`src/rtl/clk_phase_pkg.sv`:
```
package clk_phase_pkg;
  // Phase code width; the divide ratio is 2**(PHASE_W-1) and steps are half a source cycle
  localparam int DEF_PHASE_W     = 3;
  localparam int DEF_SYNC_STAGES = 2;
  // Number of independent phase shifters (drive, sample)
  localparam int NUM_SHIFTERS    = 2;
  localparam int SHIFT_DRV       = 0;
  localparam int SHIFT_SMP       = 1;

  typedef enum logic {
    SMP_SRC_SHIFTED = 1'b0,
    SMP_SRC_ALT     = 1'b1
  } smp_src_e;
endpackage

```
`src/rtl/cpg_rst_sync.sv`:
```
module cpg_rst_sync #(
  parameter int STAGES = 2
) (
  input  logic clk,
  input  logic arst_n,
  output logic rst_n_sync
);
  logic [STAGES-1:0] sync_q;
  logic [STAGES-1:0] sync_d;

  always_comb begin
    sync_d = {sync_q[STAGES-2:0], 1'b1};
  end

  always_ff @(posedge clk or negedge arst_n) begin
    if (!arst_n) sync_q <= '0;
    else         sync_q <= sync_d;
  end

  assign rst_n_sync = sync_q[STAGES-1];
endmodule

```
`src/rtl/cpg_base_div.sv`:
```
module cpg_base_div #(
  parameter int CNT_W = 2
) (
  input  logic clk,
  input  logic rst_n,
  input  logic en,
  output logic base
);
  logic [CNT_W-1:0] cnt_q, cnt_d;
  logic             base_q, base_d;

  // High for the first half of the count range, low for the second half
  always_comb begin
    cnt_d  = cnt_q;
    base_d = base_q;
    if (en) begin
      cnt_d  = cnt_q + 1'b1;
      base_d = ~cnt_q[CNT_W-1];
    end
  end

  always_ff @(posedge clk or negedge rst_n) begin
    if (!rst_n) begin
      cnt_q  <= '0;
      base_q <= 1'b0;
    end else begin
      cnt_q  <= cnt_d;
      base_q <= base_d;
    end
  end

  assign base = base_q;
endmodule

```
`src/rtl/cpg_delay_line.sv`:
```
module cpg_delay_line #(
  parameter int TAPS = 4
) (
  input  logic            clk,
  input  logic            rst_n,
  input  logic            en,
  input  logic            din,
  output logic [TAPS-1:0] rise_taps,
  output logic [TAPS-1:0] fall_taps
);
  // Rising-edge chain: tap k lags din by k source cycles
  logic [TAPS-1:1] chain_q, chain_d;

  assign rise_taps = {chain_q, din};

  always_comb begin
    chain_d = chain_q;
    if (en) chain_d = rise_taps[TAPS-2:0];
  end

  always_ff @(posedge clk or negedge rst_n) begin
    if (!rst_n) chain_q <= '0;
    else        chain_q <= chain_d;
  end

  // Falling-edge copies: each adds half a source cycle to its rising tap
  for (genvar k = 0; k < TAPS; k++) begin : g_fall
    logic half_q, half_d;
    always_comb begin
      half_d = half_q;
      if (en) half_d = rise_taps[k];
    end
    always_ff @(negedge clk or negedge rst_n) begin
      if (!rst_n) half_q <= 1'b0;
      else        half_q <= half_d;
    end
    assign fall_taps[k] = half_q;
  end
endmodule

```
`src/rtl/cpg_phase_sel.sv`:
```
module cpg_phase_sel #(
  parameter int PHASE_W = 3,
  localparam int TAPS   = 1 << (PHASE_W - 1)
) (
  input  logic [TAPS-1:0]    rise_taps,
  input  logic [TAPS-1:0]    fall_taps,
  input  logic [PHASE_W-1:0] code,
  output logic               clk_out
);
  logic [PHASE_W-2:0] tap_idx;

  always_comb begin
    tap_idx = code[PHASE_W-1:1];
    clk_out = code[0] ? fall_taps[tap_idx] : rise_taps[tap_idx];
  end
endmodule

```
`src/rtl/clk_phase_gen.sv`:
```
module clk_phase_gen
  import clk_phase_pkg::*;
#(
  parameter int PHASE_W     = DEF_PHASE_W,
  parameter int SYNC_STAGES = DEF_SYNC_STAGES
) (
  input  logic               src_clk,
  input  logic               rst_n,
  input  logic [PHASE_W-1:0] drv_phase,
  input  logic [PHASE_W-1:0] smp_phase,
  input  logic               smp_src_sel,
  input  logic               alt_smp_clk,
  output logic               base_clk,
  output logic               drv_clk,
  output logic               smp_clk
);
  localparam int CNT_W = PHASE_W - 1;
  localparam int TAPS  = 1 << CNT_W;

  logic            rst_n_int;
  logic            run_en;
  logic            base_int;
  logic [TAPS-1:0] rise_taps;
  logic [TAPS-1:0] fall_taps;
  logic [PHASE_W-1:0] code_arr [NUM_SHIFTERS];
  logic [NUM_SHIFTERS-1:0] shift_out;
  smp_src_e        smp_src;

  cpg_rst_sync #(.STAGES(SYNC_STAGES)) u_rst_sync (
    .clk        (src_clk),
    .arst_n     (rst_n),
    .rst_n_sync (rst_n_int)
  );

  assign run_en = rst_n_int;

  cpg_base_div #(.CNT_W(CNT_W)) u_base_div (
    .clk   (src_clk),
    .rst_n (rst_n_int),
    .en    (run_en),
    .base  (base_int)
  );

  cpg_delay_line #(.TAPS(TAPS)) u_delay_line (
    .clk       (src_clk),
    .rst_n     (rst_n_int),
    .en        (run_en),
    .din       (base_int),
    .rise_taps (rise_taps),
    .fall_taps (fall_taps)
  );

  assign code_arr[SHIFT_DRV] = drv_phase;
  assign code_arr[SHIFT_SMP] = smp_phase;

  for (genvar g = 0; g < NUM_SHIFTERS; g++) begin : g_shift
    cpg_phase_sel #(.PHASE_W(PHASE_W)) u_sel (
      .rise_taps (rise_taps),
      .fall_taps (fall_taps),
      .code      (code_arr[g]),
      .clk_out   (shift_out[g])
    );
  end

  assign smp_src  = smp_src_e'(smp_src_sel);
  assign base_clk = base_int;
  assign drv_clk  = shift_out[SHIFT_DRV];
  assign smp_clk  = (smp_src == SMP_SRC_ALT) ? alt_smp_clk : shift_out[SHIFT_SMP];
endmodule

```
`config.mk`:
```
export PLATFORM = sky130hd
export DESIGN_NAME = clk_phase_gen
export DESIGN_NICKNAME = d
export VERILOG_FILES = /design/src/rtl/clk_phase_pkg.sv /design/src/rtl/cpg_rst_sync.sv /design/src/rtl/cpg_base_div.sv /design/src/rtl/cpg_delay_line.sv /design/src/rtl/cpg_phase_sel.sv /design/src/rtl/clk_phase_gen.sv
export SDC_FILE = /design/constraint.sdc
export NUM_CORES = 1
export LEC_CHECK = 0
export BUFFER_PORTS_ARGS = -buffer_cell sky130_fd_sc_hd__buf_2
export CORE_AREA = 2 2 39 41
export DETAILED_ROUTE_END_ITERATION = 12
export DIE_AREA = 0 0 41 43
export PLACE_DENSITY = 0.63
export SKIP_LAST_GASP = 1
export SLEW_MARGIN = 20
export SYNTH_ARGS = -nofsm -noshare
export SYNTH_HDL_FRONTEND = slang
export SYNTH_SLANG_ARGS = --single-unit
```
`constraint.sdc`:
```
create_clock -name src_clk -period 1.5 [get_ports src_clk]
set_input_delay 0.15 -clock src_clk [delete_from_list [all_inputs] [get_ports src_clk]]
set_output_delay 0.15 -clock src_clk [all_outputs]
set_load 0.01 [all_outputs]
```
## Word-level counts from Yosys, hierarchy flattened

Index checks and enable logic that the tools add are counted.

- Add/subtract/negate cells: 1
- Magnitude comparators: 2
- Mux-type cells: 11
- Bitwise gates (word level): 1

Operator list:

| cell | count |
|---|---|
| binary-select mux 1 bit (select 2 bit) | 4 |
| two-way mux 1 bit | 7 |
| < comparator 2 x 3 -> 1 bit (second input constant) | 2 |
| adder 2 x 1 -> 2 bit (second input constant) | 1 |
| NOT 1 bit | 1 |

- Register bits after elaboration: 12
- Input bits: 10
- Output and inout bits: 3
- Logic and storage cells: 23

## Depth between registers and ports, before layout

- Depth in word-level cells: 4
- Mapped depth: 4
- Mapped depth without buffers: 3

## Cells and area by module

Synthesis repeated with hierarchy kept, for this count alone.

- Cells, all modules: 38
- Area total of the unflattened synthesis: 635.6 um^2

Modules (own cells, without submodules):

| module | instances | cells each | area an instance (um^2) | seq. area each (um^2) |
|---|---|---|---|---|
| cpg_delay_line | 1 | 20 | 329.1 | 175.2 |
| cpg_phase_sel | 2 | 3 | 63.8 | 0.0 |
| cpg_base_div | 1 | 8 | 110.1 | 75.1 |
| cpg_rst_sync | 1 | 3 | 53.8 | 50.0 |
| clk_phase_gen | 1 | 1 | 15.0 | 0.0 |

==> impl_summary.md <==
Detailed routing
The total vias in the final route is 459. For this run, design rule violations remaining after detail routing come to 0. The aggregate routed wire length is 1.20 mm.

The detail route stage leaves a number of antenna-violating nets equal to 0. The number of DRC markers after the initial detailed-route iteration is 1. The number of detailed-routing iterations run before antenna repair is 2. The routed wire length per instance is 12.4 um. Using the TritonRoute via totals, the vias-per-cell ratio works out to 4.73.

Floorplan
For this configuration, the core starts out at a cell density of 40.3%. The die is 41 um wide. The die covers 0.00176 mm2. The area of the core region is 0.00138 mm2. The number of top-level pins is 13. In this run the core area contains 14 standard-cell rows. The y dimension of the die is 43 um.

Flow run
The tool flagged a number of max-cap violations equal to 0.

Clock tree
TritonCTS built the clock tree. The number of sinks driven by the clock tree is 12. CTS built an H-tree with a depth of 1. In this run the deepest clock path goes through 2 buffers. After clock tree synthesis, the clock-pin slew on the worst setup and hold paths is 0.07 ns.

The later-pin clock latency in the skew report is 0.27 ns. Counting the buffers created by CTS gives 3. The root buffer cell chosen for the clock tree is clkbuf_4.

Synth
For this run, the number of Yosys warnings is 0. The mean cell area of the mapped netlist is 11.9 um2. Counting flops and latches in the post-synthesis netlist gives 12. Counting every instance in the synthesized netlist gives 47. Sequential elements use 53.8% of the synthesized area.

In this run, distinct cell masters in the synthesized netlist total 15. Summing every instance area after synthesis gives 558 um2. The net count of the mapped netlist is 57.

Placement
The global placement routability congestion is 0.703. Detailed placement ended at an HPWL of 786 um. Input and output buffers added on the ports amount to 12.

Layout
For this run, the post-layout net count is 92. The post-route netlist has 60.5% of its cells at a drive strength greater than 1. 0 antenna diodes ended up in the layout.

The most common library cell in the layout ignoring fill and taps is buf_4. Relative to the synthesized area, the layout overhead comes to 60.3%. Leaving out fill and tap cells, the most frequent cells in the layout are buf_4, buf_2, inv_1, dfrtp_1.

GRT
The aggregate global-route resource usage is 17.8%. The number of antenna violations at the first check in global routing is 0. The number of global-route vias before repair is 487. The pin count of the biggest net entering global routing is 9. The total global routing overflow is 0.

The wire length of the first global-routing pass is 2.01 mm.

Timing
The final setup violation count is 6. Setup repair after global routing could not meet its margin everywhere. The sum of negative setup slack is -2.23 ns. The slack of the critical path is -0.885 ns. Across all hold checks on the routed design, the worst slack comes to 0.184 ns. The count of pins over their slew limit was 0. Across the routed clock network, the largest skew measured is 0.00859 ns. The number of hold violations in the final report came to 0.

Run status
The flow ran to the end, but the final reports show violations. The final reports fail on setup timing.

Setup path
For this run, the slowest stage of the critical path takes 0.46 ns. Counting both buffers and inverters, the worst setup path holds a total of 1. STA classifies the critical path startpoint as a register. The highest fanout seen on the critical path is 2. The required time at the endpoint of the critical path is 1.35 ns.

At the worst endpoint, the arrival time is 2.24 ns. The cell family contributing the most delay on the critical path is multiplexers. The critical path is of the register to primary output type. For this design, the slowest cell found on the critical path is mux4_2. STA classifies the critical path endpoint as a primary output. Walking the worst path, the cells encountered are mux2i_1, mux4_2, o21ai_2, buf_2.

Power
For this design the ratio of total power to cell area is 1400 mW/mm2. The largest vdd supply drop is 1.04 mV. The static leakage is 0.470 nW.

Worst hold path
The worst min-delay path class is primary input to async pin.
## cell type report
cell class / instances / area (um2)
clock buffers: 4 / 36.3
repair buffers: 32 / 250
inverters: 7 / 26.3
well taps: 16 / 20.0
fillers: 111 / 489
flip-flops and latches: 12 / 302
multi-input cells: 26 / 260
## cells by family (layout without fill, tap and decap cells)
| family | count (synthesis) | count (layout) | synth area share (%) |
|---|---|---|---|
| flip-flops | 12 | 12 | 53.8 |
| multiplexers | 9 | 9 | 23.1 |
| buffers and inverters | 9 | 43 | 7.40 |
| AO/OA/AOI/OAI | 8 | 8 | 7.85 |
| AND/OR/NAND/NOR | 6 | 6 | 4.04 |
| XOR/XNOR | 2 | 2 | 3.14 |
| other | 1 | 1 | 0.672 |
## final timing paths
| kind | from | to | slack, ns | cells past startpoint |
|---|---|---|---|---|
| setup reg to reg | u_rst_sync.sync_q[1] | u_delay_line.g_fall[3].half_q | -0.16 | 1 |
| setup / recovery | u_delay_line.g_fall[0].half_q | smp_clk | -0.89 | 4 |
| hold / removal | rst_n | u_rst_sync.sync_q[0] | 0.18 | 2 |
| min in group src_clk | u_rst_sync.sync_q[0] | u_rst_sync.sync_q[1] | 0.36 | 0 |
| max in group asynchronous | u_rst_sync.sync_q[1] | u_delay_line.g_fall[2].half_q | 0.07 | 4 |
| hold reg to reg | u_rst_sync.sync_q[0] | u_rst_sync.sync_q[1] | 0.36 | 0 |
## flip-flops by register name, summed over array words and instances, names as in the netlist
register,flops
u_delay_line.g_fall.half_q,4
u_delay_line.chain_q,3
u_base_div.cnt_q,2
u_rst_sync.sync_q,2
u_base_div.base,1
## metal layers
layer	global-route usage, %	share of wire (%)	up-vias
met3	6.28	4.8	2
met5	0	0	-
met2	27.5	54	12
met1	20.6	40	223
met4	9.33	1.0	0
li1	-	-	222
## synthesized netlist by cell type (all sizes together)
master | number | area share (%)
dfrtp | 8 | 36
mux2 | 1 | 2.0
dfrtn | 4 | 18
mux4 | 3 | 12
o21ai | 8 | 7.8
mux2i | 5 | 9.0
clkbuf | 1 | 0.67
conb | 1 | 0.67
nand2 | 6 | 4.0
inv | 7 | 4.7
xor2 | 1 | 1.6
xnor2 | 1 | 1.6
buf | 1 | 2.0
## report_power, final
group | leakage, nW | internal, mW | switching [mW]
combinational | 0.305 | 0.292 | 0.190
sequential | 0.144 | 0.432 | 0.0897
clock | 0.0210 | 0.147 | 0.104
total | 0.470 | 0.872 | 0.384
## per-stage QoR
step | utilization (%) | total power, mW | worst slack [ns] | cell area (um2) | instances
after floorplan | - | 0.729 | -0.485 | 581 | 47
after global placement | 51.2 | 0.868 | -0.602 | 708 | 81
after global routing | 64.6 | 1.36 | -0.985 | 895 | 97
after detailed placement | 51.2 | 0.878 | -0.621 | 708 | 81
after CTS | 61.7 | 1.22 | -0.914 | 853 | 94
final | 64.6 | 1.26 | -0.885 | 895 | 97
## repair_timing
item	4_1_cts	5_1_grt
gates cloned	1	0
endpoints found under the setup margin	6	6
gates resized for setup	3	5
hold endpoints to repair	2	0
pin swaps	1	1
setup buffers	7	3
hold buffers	1	0
(Power assumes the default switching activity.)
